### src/rtl/vpw_rx_pkg.sv
package vpw_rx_pkg;

    // Symbol codes driven on sym_code_o
    typedef enum logic [2:0] {
        SYM_BIT0    = 3'd0,
        SYM_BIT1    = 3'd1,
        SYM_EOD     = 3'd2,
        SYM_EOF     = 3'd3,
        SYM_EOF_IFS = 3'd4,
        SYM_IDLE    = 3'd5,
        SYM_INVALID = 3'd6
    } vpw_sym_e;

    // Classifier controller states
    typedef enum logic [2:0] {
        ST_IDLE     = 3'd0,
        ST_ACTIVE   = 3'd1,
        ST_PASSIVE  = 3'd2,
        ST_EOF_WAIT = 3'd3,
        ST_IFS_WAIT = 3'd4
    } vpw_state_e;

endpackage

### src/rtl/vpw_rx_sync_filter.sv
// Resynchronizes the raw bus level, votes over a short sample window and
// produces single-cycle edge pulses from the cleaned level.
module vpw_rx_sync_filter #(
    parameter int SYNC_STAGES = 2,
    parameter int VOTE_TAPS   = 3
) (
    input  logic clk_i,
    input  logic rst_i,
    input  logic bus_i,
    output logic rise_o,
    output logic fall_o
);
    localparam int VOTE_MIN = VOTE_TAPS / 2 + 1;

    logic [SYNC_STAGES-1:0] sync_q;
    logic [VOTE_TAPS-1:0]   tap_q;
    logic                   level_q;
    logic                   prev_q;
    logic                   vote;

    for (genvar g = 0; g < SYNC_STAGES; g++) begin : g_sync
        if (g == 0) begin : g_first
            always_ff @(posedge clk_i) begin
                if (rst_i) sync_q[g] <= 1'b0;
                else       sync_q[g] <= bus_i;
            end
        end else begin : g_next
            always_ff @(posedge clk_i) begin
                if (rst_i) sync_q[g] <= 1'b0;
                else       sync_q[g] <= sync_q[g-1];
            end
        end
    end

    for (genvar t = 0; t < VOTE_TAPS; t++) begin : g_tap
        if (t == 0) begin : g_first
            always_ff @(posedge clk_i) begin
                if (rst_i) tap_q[t] <= 1'b0;
                else       tap_q[t] <= sync_q[SYNC_STAGES-1];
            end
        end else begin : g_next
            always_ff @(posedge clk_i) begin
                if (rst_i) tap_q[t] <= 1'b0;
                else       tap_q[t] <= tap_q[t-1];
            end
        end
    end

    always_comb vote = ($countones(tap_q) >= VOTE_MIN);

    always_ff @(posedge clk_i) begin
        if (rst_i) begin
            level_q <= 1'b0;
            prev_q  <= 1'b0;
        end else begin
            level_q <= vote;
            prev_q  <= level_q;
        end
    end

    always_comb begin
        rise_o = level_q & ~prev_q;
        fall_o = ~level_q & prev_q;
    end

endmodule

### src/rtl/vpw_rx_interval_timer.sv
// Saturating duration counter; a restart loads one so that the value seen
// on the cycle of the closing edge equals the interval length in cycles.
module vpw_rx_interval_timer #(
    parameter int CNT_W = 10
) (
    input  logic             clk_i,
    input  logic             rst_i,
    input  logic             restart_i,
    output logic [CNT_W-1:0] count_o
);
    localparam logic [CNT_W-1:0] CNT_MAX = '1;
    localparam logic [CNT_W-1:0] CNT_ONE = CNT_W'(1);

    always_ff @(posedge clk_i) begin
        if (rst_i)                  count_o <= '0;
        else if (restart_i)         count_o <= CNT_ONE;
        else if (count_o != CNT_MAX) count_o <= count_o + CNT_ONE;
    end

endmodule

### src/rtl/vpw_rx_classifier.sv
module vpw_rx_classifier
    import vpw_rx_pkg::*;
#(
    parameter int T_A         = 34,
    parameter int T_B         = 96,
    parameter int T_C         = 163,
    parameter int T_D         = 239,
    parameter int T_EOF       = 280,
    parameter int T_IFS       = 300,
    parameter int SYNC_STAGES = 2,
    parameter int VOTE_TAPS   = 3
) (
    input  logic       clk_i,
    input  logic       rst_i,
    input  logic       bus_active_i,
    output logic       sym_valid_o,
    output logic [2:0] sym_code_o,
    output logic       tx_permit_o,
    output logic       arb_start_o
);
    localparam int CNT_W = $clog2(T_IFS + 1) + 1;

    localparam logic [CNT_W-1:0] LIM_A      = CNT_W'(T_A);
    localparam logic [CNT_W-1:0] LIM_B      = CNT_W'(T_B);
    localparam logic [CNT_W-1:0] LIM_C      = CNT_W'(T_C);
    // Leave a state one cycle early so the state matches the count it holds
    localparam logic [CNT_W-1:0] LIM_D_M1   = CNT_W'(T_D - 1);
    localparam logic [CNT_W-1:0] LIM_EOF_M1 = CNT_W'(T_EOF - 1);
    localparam logic [CNT_W-1:0] LIM_IFS_M1 = CNT_W'(T_IFS - 1);

    logic             edge_rise;
    logic             edge_fall;
    logic             restart;
    logic [CNT_W-1:0] elapsed;

    vpw_state_e state_q;
    vpw_state_e state_n;
    vpw_sym_e   code_n;
    logic       valid_n;
    logic       arb_n;

    vpw_rx_sync_filter #(
        .SYNC_STAGES(SYNC_STAGES),
        .VOTE_TAPS  (VOTE_TAPS)
    ) u_filter (
        .clk_i (clk_i),
        .rst_i (rst_i),
        .bus_i (bus_active_i),
        .rise_o(edge_rise),
        .fall_o(edge_fall)
    );

    vpw_rx_interval_timer #(
        .CNT_W(CNT_W)
    ) u_timer (
        .clk_i    (clk_i),
        .rst_i    (rst_i),
        .restart_i(restart),
        .count_o  (elapsed)
    );

    // Next-state and symbol decision
    always_comb begin
        state_n = state_q;
        code_n  = SYM_BIT0;
        valid_n = 1'b0;
        arb_n   = 1'b0;
        restart = 1'b0;
        unique case (state_q)
            ST_IDLE: begin
                if (edge_rise) begin
                    state_n = ST_ACTIVE;
                    arb_n   = 1'b1;
                end
            end
            ST_ACTIVE: begin
                if (edge_fall) begin
                    state_n = ST_PASSIVE;
                    restart = 1'b1;
                end
            end
            ST_PASSIVE: begin
                if (edge_rise) begin
                    state_n = ST_ACTIVE;
                    valid_n = 1'b1;
                    if (elapsed < LIM_A)      code_n = SYM_INVALID;
                    else if (elapsed < LIM_B) code_n = SYM_BIT0;
                    else if (elapsed < LIM_C) code_n = SYM_BIT1;
                    else                      code_n = SYM_EOD;
                end else if (elapsed >= LIM_D_M1) begin
                    state_n = ST_EOF_WAIT;
                end
            end
            ST_EOF_WAIT: begin
                if (edge_rise) begin
                    state_n = ST_ACTIVE;
                    valid_n = 1'b1;
                    code_n  = SYM_EOF;
                    arb_n   = 1'b1;
                end else if (elapsed >= LIM_EOF_M1) begin
                    state_n = ST_IFS_WAIT;
                end
            end
            ST_IFS_WAIT: begin
                if (edge_rise) begin
                    state_n = ST_ACTIVE;
                    valid_n = 1'b1;
                    code_n  = SYM_EOF_IFS;
                    arb_n   = 1'b1;
                end else if (elapsed >= LIM_IFS_M1) begin
                    state_n = ST_IDLE;
                    valid_n = 1'b1;
                    code_n  = SYM_IDLE;
                end
            end
            default: state_n = ST_IDLE;
        endcase
    end

    // State register
    always_ff @(posedge clk_i) begin
        if (rst_i) state_q <= ST_IDLE;
        else       state_q <= state_n;
    end

    // Registered outputs
    always_ff @(posedge clk_i) begin
        if (rst_i) begin
            sym_valid_o <= 1'b0;
            sym_code_o  <= SYM_IDLE;
            arb_start_o <= 1'b0;
            tx_permit_o <= 1'b1;
        end else begin
            sym_valid_o <= valid_n;
            sym_code_o  <= code_n;
            arb_start_o <= arb_n;
            tx_permit_o <= (state_n == ST_IDLE) || (state_n == ST_EOF_WAIT)
                        || (state_n == ST_IFS_WAIT);
        end
    end

endmodule

### config.mk
export PLATFORM = sky130hd
export DESIGN_NAME = vpw_rx_classifier
export DESIGN_NICKNAME = d
export VERILOG_FILES = /design/src/rtl/vpw_rx_pkg.sv /design/src/rtl/vpw_rx_sync_filter.sv /design/src/rtl/vpw_rx_interval_timer.sv /design/src/rtl/vpw_rx_classifier.sv
export SDC_FILE = /design/constraint.sdc
export NUM_CORES = 1
export LEC_CHECK = 0
export ABC_AREA = 0
export BUFFER_PORTS_ARGS = -buffer_cell sky130_fd_sc_hd__buf_2
export CAP_MARGIN = 20
export CORE_MARGIN = 2
export CORE_UTILIZATION = 29
export DETAILED_ROUTE_END_ITERATION = 10
export GPL_ROUTABILITY_DRIVEN = 0
export SKIP_LAST_GASP = 1
export SLEW_MARGIN = 10
export SYNTH_ARGS = -nofsm -noshare
export SYNTH_HDL_FRONTEND = slang
export SYNTH_SLANG_ARGS = --single-unit
### constraint.sdc
create_clock -name clk_i -period 2 [get_ports clk_i]
set_clock_uncertainty 0.05 [all_clocks]
set_input_delay 0.2 -clock clk_i [delete_from_list [all_inputs] [get_ports clk_i]]
set_output_delay 0.2 -clock clk_i [all_outputs]
set_load 0.01 [all_outputs]
# --- Word-level counts from Yosys, hierarchy flattened ---
# Index checks and enable logic that the tools add are counted.
word_totals:
  reg_bits: 26
  latch_bits: 0
  ramBits: 0
  rom_bits: 0
  input_bits: 3
  output_inout_bits: 6
  memories: 0
classes:
  n_addsub: 3
  mul: 0
  div: 0
  magnitude_cmp: 7
  eq_ne: 7
  shift: 0
  mux: 25
  n_bitwise: 5
  n_reduce_logical: 9
op_table:
  columns: ["cell", "n"]
  rows:
  - ["$mux W3", 12]
  - ["$add A32 B1 Y32", 1]
  - ["$ge A32 B3 Y1 const B", 1]
  - ["$ge A10 B9 Y1 const B", 2]
  - ["$pmux W3 S5", 1]
  - ["$add A10 B1 Y10 const B", 1]
  - ["$ge A10 B8 Y1 const B", 1]
  - ["$lt A10 B6 Y1 const B", 1]
  - ["$lt A10 B7 Y1 const B", 1]
  - ["$lt A10 B8 Y1 const B", 1]
  - ["$ne A10 B10 Y1 const B", 1]
  - ["$eq A3 B2 Y1 const B", 3]
  - ["$pmux W3 S3", 1]
  - ["$mux W1", 7]
  - ["$eq A3 B3 Y1 const B", 2]
  - ["$logic_not A3 Y1", 2]
  - ["$mux W2", 3]
  - ["$reduce_or A2 Y1", 3]
  - ["$eq A3 B1 Y1 const B", 1]
  - ["$not A1 Y1", 3]
  - ["$reduce_or A3 Y1", 1]
  - ["$add A1 B1 Y2", 1]
  - ["$and A1 B1 Y1", 2]
  - ["$logic_or A1 B1 Y1", 2]
  - ["other kinds (2)", 2]

# --- Depth between registers and ports, before layout ---
# Gate-level depths: netlist of the first run.
logic_depth:
  depth_word: 7
  ltp_mapped: 6

# --- Cells and area by module ---
# A second synthesis of the first run with hierarchy kept.
hier_totals:
  hier_cells: 145
  area_unflattened_um2: 1327.5
modules_own_cells:
  columns: ["module", "n_inst", "cells_per_inst", "area_per_inst_um2", "seq_area_each_um2"]
  rows:
  - ["vpw_rx_classifier", 1, 70, 594.3, 180.2]
  - ["vpw_rx_interval_timer", 1, 57, 521.8, 200.2]
  - ["vpw_rx_sync_filter", 1, 18, 211.5, 140.1]

# --- Worst setup path after synthesis of the first run ---
# No wires, ideal clock.
synth_path:
  path_type: "reg-to-reg"
  startpoint: "register u_timer.count_o[1]"
  endpoint: "register u_timer.count_o[5]"
  setup_time_ns: 0.121
  arrival_ns: 1.339
  required_ns: 1.829
  path_slack_ns: 0.490
  path_stages_with_launch: 7
  period_less_slack_ns: 1.510
  path_cell_list: "dfxtp_1 ha_1 and3_1 nand4_2 nand4_1 xor2_1 nor2_1"
synth_between:
  elab_chain_cells: 1
  elab_cells_between_ends: 2
synth_lines:
  columns: ["item", "line_no", "text"]
  rows:
  - ["start, declared", "vpw_rx_interval_timer.sv:9", "output logic [CNT_W-1:0] count_o"]
  - ["start signal, assigned", "vpw_rx_interval_timer.sv:17", "else if (count_o != CNT_MAX) count_o <= count_o + CNT_ONE;"]
  - ["$add A10 B1 Y10 or $ne A10 B10 Y1 (tied branches)", "vpw_rx_interval_timer.sv:17", null]
# Several ways; a longest one is shown, not always the timed one.
# A chain may end at the register's enable or synchronous reset.

# --- Worst setup path after layout of the first run ---
layout_path:
  startpoint: "register state_q[0]"
  endpoint: "register tx_permit_o"
layout_between:
  elab_chain_cells: 6
  elab_cells_between_ends: 19
layout_lines:
  columns: ["item", "line_no", "text"]
  rows:
  - ["start, declared", "vpw_rx_classifier.sv:36", "vpw_state_e state_q;"]
  - ["start signal, assigned", "vpw_rx_classifier.sv:123", "else state_q <= state_n;"]
  - ["$mux W3 (on tied branches)", "vpw_rx_classifier.sv:110, vpw_rx_classifier.sv:90, vpw_rx_classifier.sv:100", null]
  - ["$mux W3 (on tied branches)", "vpw_rx_classifier.sv:105, vpw_rx_classifier.sv:83, vpw_rx_classifier.sv:95", null]
  - ["$pmux W3 S5 *", "vpw_rx_classifier.sv:69", "unique case (state_q)"]
  - ["$eq A3 B2 Y1 or $logic_not A3 Y1 (tied branches)", "vpw_rx_classifier.sv:137", "tx_permit_o <= (state_n == ST_IDLE) || (state_n == ST_EOF_WAIT)"]
  - ["$logic_or A1 B1 Y1", "vpw_rx_classifier.sv:137", null]
  - ["$logic_or A1 B1 Y1 *", "vpw_rx_classifier.sv:138", "|| (state_n == ST_IFS_WAIT);"]
  - ["end signal, assigned", "vpw_rx_classifier.sv:137", null]
  - ["end, declared", "vpw_rx_classifier.sv:18", "output logic tx_permit_o,"]
# Every way passes the cells marked *; elsewhere a longest branch is shown, timed or not.

==> impl_metrics.env, run 1 <==
export IMPL_status="finished clean"
export IMPL_fp_coreArea_sq_um=4090
export IMPL_die_w_um=70.0
export IMPL_fmax_mhz=559
export IMPL_fp_dieH_um=70.0
export IMPL_final_common_cell="dfxtp_1"
export IMPL_synth_cell_type_count=41
export IMPL_cp_end_kind="flop"
export IMPL_grt_overflow=0
export IMPL_powerDensity_nw_per_um2=727
export IMPL_start_util_pct=30.9
export IMPL_synth_compound_area_share_pct=16.7
export IMPL_fin_crit_sh_pct=89.4
export IMPL_dieArea_sq_um=4900
export IMPL_port_buffers=8
export IMPL_post_cts_resize_count=0
export IMPL_ctsRootBufferMaster="clkbuf_8"
export IMPL_critPathRequiredTime_ps=2110
export IMPL_r2r_setup_slack_ps=210
export IMPL_seqCellArea_sq_um=520
export IMPL_worstSetupStartpointType="flop"
export IMPL_rr_endpoint="tx_permit_o"
export IMPL_synthAdderAreaFrac_pct=1.98
export IMPL_cts_buffer_depth=2
export IMPL_fin_cells=195
export IMPL_synth_seq_cells=26
export IMPL_numCtsBuffers=3
export IMPL_synthXorXnorAreaFrac_pct=3.47
export IMPL_synth_edff_count=0
export IMPL_cp_arrival_ps=1890
export IMPL_drv_slew=0
export IMPL_io_pins=9
export IMPL_drcViolationCount=0
export IMPL_wl_per_cell_um=12.5
export IMPL_reg2reg_depth=5
export IMPL_relSlewSlack_pct=70.7
export IMPL_dpl_cell_count=191
export IMPL_finalHoldViolCount=0
export IMPL_ir_drop_mv=0.265
export IMPL_grt_max_degree=16
export IMPL_syn_to_final_growth_pct=9.02
export IMPL_hold_buffers=0
export IMPL_final_nets=151
export IMPL_synth_warnings=0
export IMPL_grt_setup_unrepaired="no"
export IMPL_yosys_area_share_simple_pct=27.6
export IMPL_fin_setup_tns_ps=0
export IMPL_tightest_slew_ps=439
export IMPL_rows=23
export IMPL_routed_wl_um=2430
export IMPL_worstHoldPathCells=2
export IMPL_drtIter0Drc=38
export IMPL_synthMuxAreaShare_pct=3.17
export IMPL_clk_latency_ps=270
export IMPL_worstSetupPathType="reg -> reg"
export IMPL_synth_area_top_cells="dfxtp_1 (41%), a21oi_1 (4.4%), nor2b_1 (4.0%)"
export IMPL_seq_area_frac_synth_pct=41.2
export IMPL_routed_via_density=5.21
export IMPL_async_flop_share_pct=0
export IMPL_netlist_area_leader_share_pct=41.2
export IMPL_syn_avg_cell_area_sq_um=8.89
export IMPL_synth_top_family_by_area="simple AND/OR/NAND/NOR gates"
export IMPL_dr_pass1_iters=4
export IMPL_holdPathEnd="u_filter.sync_q[0]"
export IMPL_final_core_util_pct=33.7
export IMPL_period_needed_ps=1790
export IMPL_drv_cap=0
export IMPL_post_cts_buffers=0
export IMPL_cts_sinks=26
export IMPL_n_antenna_cell=0
export IMPL_ant_nets=0
export IMPL_dr_total_vias=1016
export IMPL_fillers=437
export IMPL_synth_top_area_cell="dfxtp_1"
export IMPL_min_delay_start="bus_active_i"
export IMPL_cts_max_level=1
export IMPL_synth_cells=142
export IMPL_multi_input_area_sq_um=667
export IMPL_grt_pass1_vias=945
export IMPL_hp_class="in -> reg"
export IMPL_grt_pass1_wl_um=4180
export IMPL_rr_startpoint="state_q[0]"
export IMPL_antenna_found_initial=0
export IMPL_p_leak_nw=0.507
export IMPL_grt_usage_pct=10.3
export IMPL_setup_viol=0
export IMPL_synth_flop_cell="dfxtp_1"
export IMPL_critPathMaxFanout=11
export IMPL_final_cell_mix="dfxtp_1 (26), nor2_1 (13), nand2_1 (12)"
export IMPL_drive_above_1_share_pct=11.7
export IMPL_syn_nets=147
export IMPL_synth_area_sq_um=1260
export IMPL_clk_pin_slew_ps=90
export IMPL_cts_tree="done"
export IMPL_dp_hpwl_um=1670
-- synth_stat cells, drive strengths merged, types with 2 or more instances --
master	count
dfxtp	26
nor2	13
nand2	12
a21oi	11
nor2b	9
buf	7
nand3	5
nor3	5
and3	4
inv	4
mux2i	4
nand4	4
a31oi	3
o21ai	3
xnor2	3
a211oi	2
and2	2
clkbuf	2
ha	2
nor3b	2
o41ai	2
xor2	2
-- power breakdown --
group	internal [mW]	switching [mW]
clock network	0.268	0.165
logic	0.0132	0.0183
registers	0.528	0.00807
total	0.809	0.192
-- final cells by class --
cell class,instances,share of cell area [%]
Clock buffer,3,3.00
Clock inverter,1,2.18
Inverter,4,1.09
Multi-Input combinational cell,103,48.5
Sequential cell,26,37.8
Tap cell,50,4.55
Timing Repair Buffer,8,2.91
-- critical path, cell delays in order (launching register included) --
cell,delay (ps)
dfxtp_1,550
nor2b_2,300
nand3_1,180
a311o_1,390
nor2_1,120
mux2i_1,80
-- worst max path at each step --
stage	from	end	slack (ps)
2_1_floorplan	u_timer.count_o[1]	u_timer.count_o[5]	490
3_3_place_gp	state_q[0]	tx_permit_o	310
3_5_place_dp	state_q[0]	tx_permit_o	240
4_1_cts	state_q[0]	tx_permit_o	220
5_1_grt	u_timer.count_o[1]	tx_permit_o	70
6_report	state_q[0]	tx_permit_o	210
-- metrics by stage --
| stage | setup slack, ps | area [sq um] | total power, mW | hold WS (ps) |
|---|---|---|---|---|
| final | 212 | 1380 | 1.00 | 79.1 |
| after global placement | 310 | 1310 | 0.578 | 358 |
| after CTS | 216 | 1380 | 1.02 | 71.3 |
| after global routing | 72.9 | 1380 | 1.04 | 121 |
| after detailed placement | 239 | 1310 | 0.579 | 362 |
| after floorplan | 490 | 1260 | 0.569 | 222 |
-- routing by layer --
layer / part of all wire [%] / global-route usage (%)
met2: 49 / 17.0
met4: 1.4 / 5.77
met3: 3.6 / 1.44
met5: 0 / 0
met1: 46 / 12.9
-- kinds of logic (layout without fill, tap and decap cells) --
kind of cell | count (synthesis) | in the layout
adder cells (fa/ha/maj) | 2 | 2
flip-flops | 26 | 26
XOR/XNOR | 5 | 5
AND/OR/NAND/NOR | 61 | 61
buffers and inverters | 13 | 16
multiplexers | 4 | 4
AO/OA/AOI/OAI | 31 | 31
-- sequential cells by signal, summed over array words and instances (netlist names) --
| signal | count |
|---|---|
| arb_start_o | 1 |
| state_q | 3 |
| sym_code_o | 3 |
| sym_valid_o | 1 |
| tx_permit_o | 1 |
| u_filter.level_q | 1 |
| u_filter.prev_q | 1 |
| u_filter.sync_q | 2 |
| u_filter.tap_q | 3 |
| u_timer.count_o | 10 |
No activity file was read; power rests on OpenSTA's default activity.
==> run 2, diff against run 1 <==
- CELL_PAD_IN_SITES_DETAIL_PLACEMENT: unset -> 1
- CELL_PAD_IN_SITES_GLOBAL_PLACEMENT: unset -> 1
- PLACE_DENSITY_LB_ADDON: unset -> 0.1
==> run 2 against run 1 <==
Sequential power about the same. Clock power about the same. Via count is 1.5% lower. Critical endpoint unchanged.
==> impl_metrics.env, run 2 (synthesis gave the netlist of run 1 again) <==
export IMPL_drive_above_1_share_pct=12.3
export IMPL_final_cell_mix="dfxtp_1 (26), nor2_1 (13), nand2_1 (12)"
export IMPL_grt_max_degree=16
export IMPL_cp_end_kind="flop"
export IMPL_critPathMaxStageDelay_ps=410
export IMPL_drcViolationCount=0
export IMPL_grt_pass1_wl_um=4660
export IMPL_dp_hpwl_um=1950
export IMPL_routed_wl_um=2690
export IMPL_port_buffers=8
export IMPL_fp_coreArea_sq_um=4090
export IMPL_antenna_found_initial=0
export IMPL_setup_viol=0
export IMPL_io_pins=9
export IMPL_clk_latency_ps=270
export IMPL_p_leak_nw=0.512
export IMPL_drv_cap=0
export IMPL_relSlewSlack_pct=69.4
export IMPL_fmax_mhz=558
export IMPL_finalHoldViolCount=0
export IMPL_critPathSlowestCell="dfxtp_1"
export IMPL_hp_class="in -> reg"
export IMPL_cts_buffer_depth=2
export IMPL_period_needed_ps=1790
export IMPL_dr_total_vias=1001
export IMPL_cpMostUsedCell="a21oi_1"
export IMPL_fp_dieH_um=70.0
export IMPL_grt_setup_unrepaired="no"
export IMPL_worstSetupStartpointType="flop"
export IMPL_ant_nets=0
export IMPL_rr_endpoint="tx_permit_o"
export IMPL_grt_usage_pct=11.6
export IMPL_drtIter0Drc=34
export IMPL_dpl_cell_area_sq_um=1310
export IMPL_rr_startpoint="u_timer.count_o[1]"
export IMPL_use_met1_pct=15.2
export IMPL_fin_crit_sh_pct=89.6
export IMPL_die_w_um=70.0
export IMPL_worstSetupPathType="reg -> reg"
export IMPL_start_util_pct=30.9
export IMPL_tightest_slew_ps=458
export IMPL_rows=23
export IMPL_status="finished clean"
export IMPL_holdPathEnd="u_filter.sync_q[0]"
export IMPL_numCtsBuffers=3
export IMPL_cts_tree="done"
export IMPL_fin_setup_tns_ps=0
export IMPL_use_met2_pct=19.6
export IMPL_ir_drop_mv=0.339
export IMPL_syn_to_final_growth_pct=9.61
export IMPL_dr_pass1_iters=4
export IMPL_ctsRootBufferMaster="clkbuf_8"
export IMPL_pre_cts_slack_ps=208
export IMPL_regMostFlops="u_timer.count_o"
export IMPL_reg2reg_depth=6
export IMPL_final_common_cell="dfxtp_1"
export IMPL_grt_overflow=0
export IMPL_post_cts_resize_count=0
export IMPL_worstHoldPathCells=2
export IMPL_grt_busiest_layer="met2"
export IMPL_routed_via_density=5.11
export IMPL_path_cells="ha_1, a21oi_1, o22ai_2, a21oi_1, a211oi_1, mux2i_1"
export IMPL_layout_setup_ws_ps=208
export IMPL_grt_pass1_vias=978
export IMPL_critPathMaxFanout=6
export IMPL_final_nets=152
export IMPL_dieArea_sq_um=4900
export IMPL_min_delay_start="bus_active_i"
export IMPL_powerDensity_nw_per_um2=723
export IMPL_cts_max_level=1
export IMPL_wl_per_cell_um=13.7
export IMPL_critPathBufInv=0
export IMPL_largest_reg_flops=10
export IMPL_hold_buffers=0
export IMPL_drv_slew=0
export IMPL_cts_sinks=26
export IMPL_clk_pin_slew_ps=90
export IMPL_cp_top_family="compound AO/OA/AOI/OAI gates"
export IMPL_r2r_setup_slack_ps=210
export IMPL_global_route_usage_met3_pct=3.03
export IMPL_n_antenna_cell=0
export IMPL_critPathRequiredTime_ps=2150
export IMPL_cp_arrival_ps=1940
export IMPL_design_area_sq_um=1380
export IMPL_post_cts_buffers=0
## run 2: layout make-up
type	instances	area, sq um
Clock buffer	3	41.3
Clock inverter	1	30.0
Fill cell	478	2700
Inverter	4	15.0
Multi-Input combinational cell	103	667
Sequential cell	26	520
Tap cell	50	62.6
Timing Repair Buffer	9	47.5
## run 2: stage by stage
| step | util [%] | total power, mW | std cells | hold slack, ps |
|---|---|---|---|---|
| 3_3_place_gp | 32.1 | 0.580 | 192 | 373 |
| 3_5_place_dp | 32.1 | 0.582 | 192 | 375 |
| 5_1_grt | 33.9 | 1.05 | 196 | 84.7 |
| 4_1_cts | 33.9 | 1.03 | 196 | 85.5 |
| 2_1_floorplan | - | 0.569 | 142 | 222 |
| 6_report | 33.9 | 1.00 | 196 | 87.9 |
## run 2: how the worst max path moves through the flow
| stage | slack, ps | cells past startpoint | start | to |
|---|---|---|---|---|
| after floorplan | 490 | 6 | u_timer.count_o[1] | u_timer.count_o[5] |
| after global placement | 230 | 6 | u_timer.count_o[1] | tx_permit_o |
| after detailed placement | 210 | 6 | u_timer.count_o[1] | tx_permit_o |
| after CTS | 180 | 6 | u_timer.count_o[1] | tx_permit_o |
| after global routing | 70 | 6 | u_timer.count_o[1] | tx_permit_o |
| final | 210 | 6 | u_timer.count_o[1] | tx_permit_o |
## run 2: power by group
part	switching, mW	internal (mW)
clock network	0.165	0.268
registers	0.00840	0.528
logic	0.0192	0.0132
total	0.192	0.808
## run 2: routing by layer
metal,part of all wire [%],up-vias
met1,50,473
li1,-,516
met5,0,-
met3,2.6,2
met4,0.41,0
met2,47,10
==> run 3, diff against run 2 <==
- ABC_AREA: 0 -> 1
- CORE_ASPECT_RATIO: unset -> 1.1
==> run 3 against run 2 <==
Power is 2.3% higher. First-iteration DRC count rose by 130%. Cell area grew 4.3%. Via count rose by 16%. Largest cell class unchanged. Sequential cell count unchanged. Synthesized cell count up 24%. Final cell count grew 24%. Die area decreased by 0.64%. Count of clock-buffer cells in the layout is the same. Critical path depth rose by 5. Sequential power barely moved. Setup slack gained 130 ps.
==> impl_metrics.env, run 3 <==
export IMPL_status="finished clean"
export IMPL_seqCellArea_sq_um=520
export IMPL_synth_top_area_cell="dfxtp_1"
export IMPL_syn_avg_cell_area_sq_um=7.12
export IMPL_cts_buffer_depth=2
export IMPL_grt_overflow=0
export IMPL_critPathMaxStageDelay_ps=350
export IMPL_r2r_setup_slack_ps=340
export IMPL_critPathMaxFanout=4
export IMPL_fin_setup_tns_ps=0
export IMPL_drv_cap=0
export IMPL_grt_pass1_vias=1184
export IMPL_regMostFlops="u_timer.count_o"
export IMPL_drcViolationCount=0
export IMPL_fp_dieH_um=73.0
export IMPL_post_cts_buffers=0
export IMPL_reg2reg_depth=11
export IMPL_rr_endpoint="tx_permit_o"
export IMPL_wl_per_cell_um=13.3
export IMPL_holdPathEnd="u_filter.sync_q[0]"
export IMPL_dr_total_vias=1157
export IMPL_cp_depth=11
export IMPL_period_needed_ps=1660
export IMPL_critPathBufInv=0
export IMPL_synth_warnings=0
export IMPL_die_w_um=66.7
export IMPL_routed_via_density=4.76
export IMPL_p_leak_nw=0.714
export IMPL_pwr_share_comb_pct=3.7
export IMPL_design_area_sq_um=1440
export IMPL_synth_cell_type_count=29
export IMPL_drv_slew=0
export IMPL_fmax_mhz=601
export IMPL_hp_class="in -> reg"
export IMPL_setup_viol=0
export IMPL_async_flop_share_pct=0
export IMPL_synth_flop_cell="dfxtp_1"
export IMPL_cts_tree="done"
export IMPL_yosysMostFrequentCell="nand2_1"
export IMPL_final_cell_mix="nand2_1 (34), inv_1 (31), nor2_1 (26), dfxtp_1 (26), nand3_1 (13)"
export IMPL_start_util_pct=29.7
export IMPL_fp_coreArea_sq_um=4220
export IMPL_syn_nets=181
export IMPL_clk_pin_slew_ps=100
export IMPL_multi_input_area_sq_um=603
export IMPL_power_clock_fraction_pct=44.1
export IMPL_cpMostUsedCell="nand2_1"
export IMPL_hold_buffers=0
export IMPL_rr_startpoint="u_timer.count_o[0]"
export IMPL_ant_nets=0
export IMPL_dieArea_sq_um=4870
export IMPL_powerDensity_nw_per_um2=709
export IMPL_routed_wl_um=3240
export IMPL_numCtsBuffers=3
export IMPL_final_core_util_pct=34.2
export IMPL_synth_area_sq_um=1250
export IMPL_n_antenna_cell=0
export IMPL_ir_drop_mv=0.215
export IMPL_cp_top_family="simple AND/OR/NAND/NOR gates"
export IMPL_grt_setup_unrepaired="no"
export IMPL_seq_area_frac_synth_pct=41.5
export IMPL_netlist_area_leader_share_pct=41.5
export IMPL_p_sw_share_pct=21.0
export IMPL_synth_area_top_cells="dfxtp_1 (42%), nand2_1 (10%), inv_1 (9.3%)"
export IMPL_finalHoldViolCount=0
export IMPL_ctsRootBufferMaster="clkbuf_8"
export IMPL_fillers=545
export IMPL_critPathSlowestCell="dfxtp_1"
export IMPL_critPathRequiredTime_ps=2140
export IMPL_min_delay_start="bus_active_i"
export IMPL_port_buffers=8
export IMPL_grt_max_degree=16
export IMPL_grt_usage_pct=15.1
export IMPL_yosys_top_cells_count="nand2_1 (34), inv_1 (31), dfxtp_1 (26), nor2_1 (26), nand3_1 (13)"
export IMPL_path_cells="ha_1, nand2_1, nand2_1, nand3_1, nand3_1, nand2_1, nand2_1, nand4_1, nand2_1, nand2_1, nand2_1"
export IMPL_cp_end_kind="flop"
export IMPL_dp_hpwl_um=2600
export IMPL_synth_cells=176
export IMPL_cp_arrival_ps=1800
export IMPL_drive_above_1_share_pct=13.2
export IMPL_antenna_found_initial=0
export IMPL_final_common_cell="nand2_1"
export IMPL_io_pins=9
export IMPL_relSlewSlack_pct=78.2
export IMPL_clk_latency_ps=280
export IMPL_pwr_share_seq_pct=52.2
export IMPL_power_total_mw=1.02
export IMPL_dr_pass1_iters=4
export IMPL_post_cts_resize_count=0
export IMPL_drtIter0Drc=78
export IMPL_worstSetupStartpointType="flop"
export IMPL_final_nets=195
export IMPL_grt_pass1_wl_um=5580
export IMPL_worstHoldPathCells=3
export IMPL_largest_reg_flops=10
export IMPL_internal_power_mw=0.809
export IMPL_dpl_cell_area_sq_um=1370
export IMPL_rows=25
export IMPL_synth_seq_cells=26
export IMPL_tightest_slew_ps=326
export IMPL_fin_crit_sh_pct=83.2
export IMPL_synth_edff_count=0
export IMPL_syn_to_final_growth_pct=15.2
export IMPL_p_sw_mw=0.215
export IMPL_cts_sinks=26
export IMPL_cts_max_level=1
export IMPL_worstSetupPathType="reg -> reg"
[run 3: worst max path at each step]
stage	startpoint	end	slack (ps)
after floorplan	u_timer.count_o[0]	u_timer.count_o[0]	580
after global placement	u_timer.count_o[0]	tx_permit_o	390
after detailed placement	u_timer.count_o[0]	tx_permit_o	340
after CTS	u_timer.count_o[0]	tx_permit_o	340
after global routing	u_timer.count_o[0]	tx_permit_o	140
final	u_timer.count_o[0]	tx_permit_o	340
[run 3: metal layers]
| metal | track usage [%] | part of all wire (%) | wire length, um | vias to the layer above |
|---|---|---|---|---|
| met4 | 4.08 | 0.96 | 31 | 0 |
| met2 | 25.4 | 48 | 1550 | 10 |
| met1 | 20.0 | 49 | 1580 | 554 |
| li1 | - | - | - | 589 |
| met5 | 0 | 0 | 0 | - |
| met3 | 2.31 | 2.3 | 75 | 4 |
[run 3: stage by stage]
| stage | worst slack [ps] | hold slack, ps | cells |
|---|---|---|---|
| final | 336 | 74.6 | 243 |
| after global routing | 142 | 95.3 | 243 |
| after CTS | 335 | 75.6 | 243 |
| after detailed placement | 345 | 353 | 239 |
| after global placement | 394 | 345 | 239 |
| after floorplan | 584 | 257 | 176 |
[run 3: worst reg2reg max path: stages (launching register included)]
cell,delay [ps]
dfxtp_1,350
ha_1,230
nand2_1,170
nand2_1,80
nand3_1,70
nand3_1,150
nand2_1,100
nand2_1,50
nand4_1,110
nand2_1,90
nand2_1,70
nand2_1,40
[run 3: area by class of cell]
class / count / area share [%]
timing repair buffer: 10 / 3.81
clock inverter: 1 / 2.08
inverter: 33 / 8.75
clock buffer: 3 / 2.86
tap: 54 / 4.68
multi-input combinational: 116 / 41.8
sequential: 26 / 36.0
[run 3: power groups by stage]
stage	combinational, mW	sequential [mW]	clock [mW]
4_1_cts	0.0389	0.535	0.463
3_5_place_dp	0.0384	0.547	0
6_report	0.0380	0.535	0.452
2_1_floorplan	0.0228	0.546	0
5_1_grt	0.0440	0.537	0.488
3_3_place_gp	0.0378	0.546	0
[run 3: logic make-up after synthesis]
family / after synthesis / share of synthesized area (%)
XOR/XNOR: 1 / 0.699
flip-flops: 26 / 41.5
AND/OR/NAND/NOR: 85 / 31.4
buffers and inverters: 34 / 10.4
adder cells (fa/ha/maj): 2 / 2.00
AO/OA/AOI/OAI: 28 / 14.0
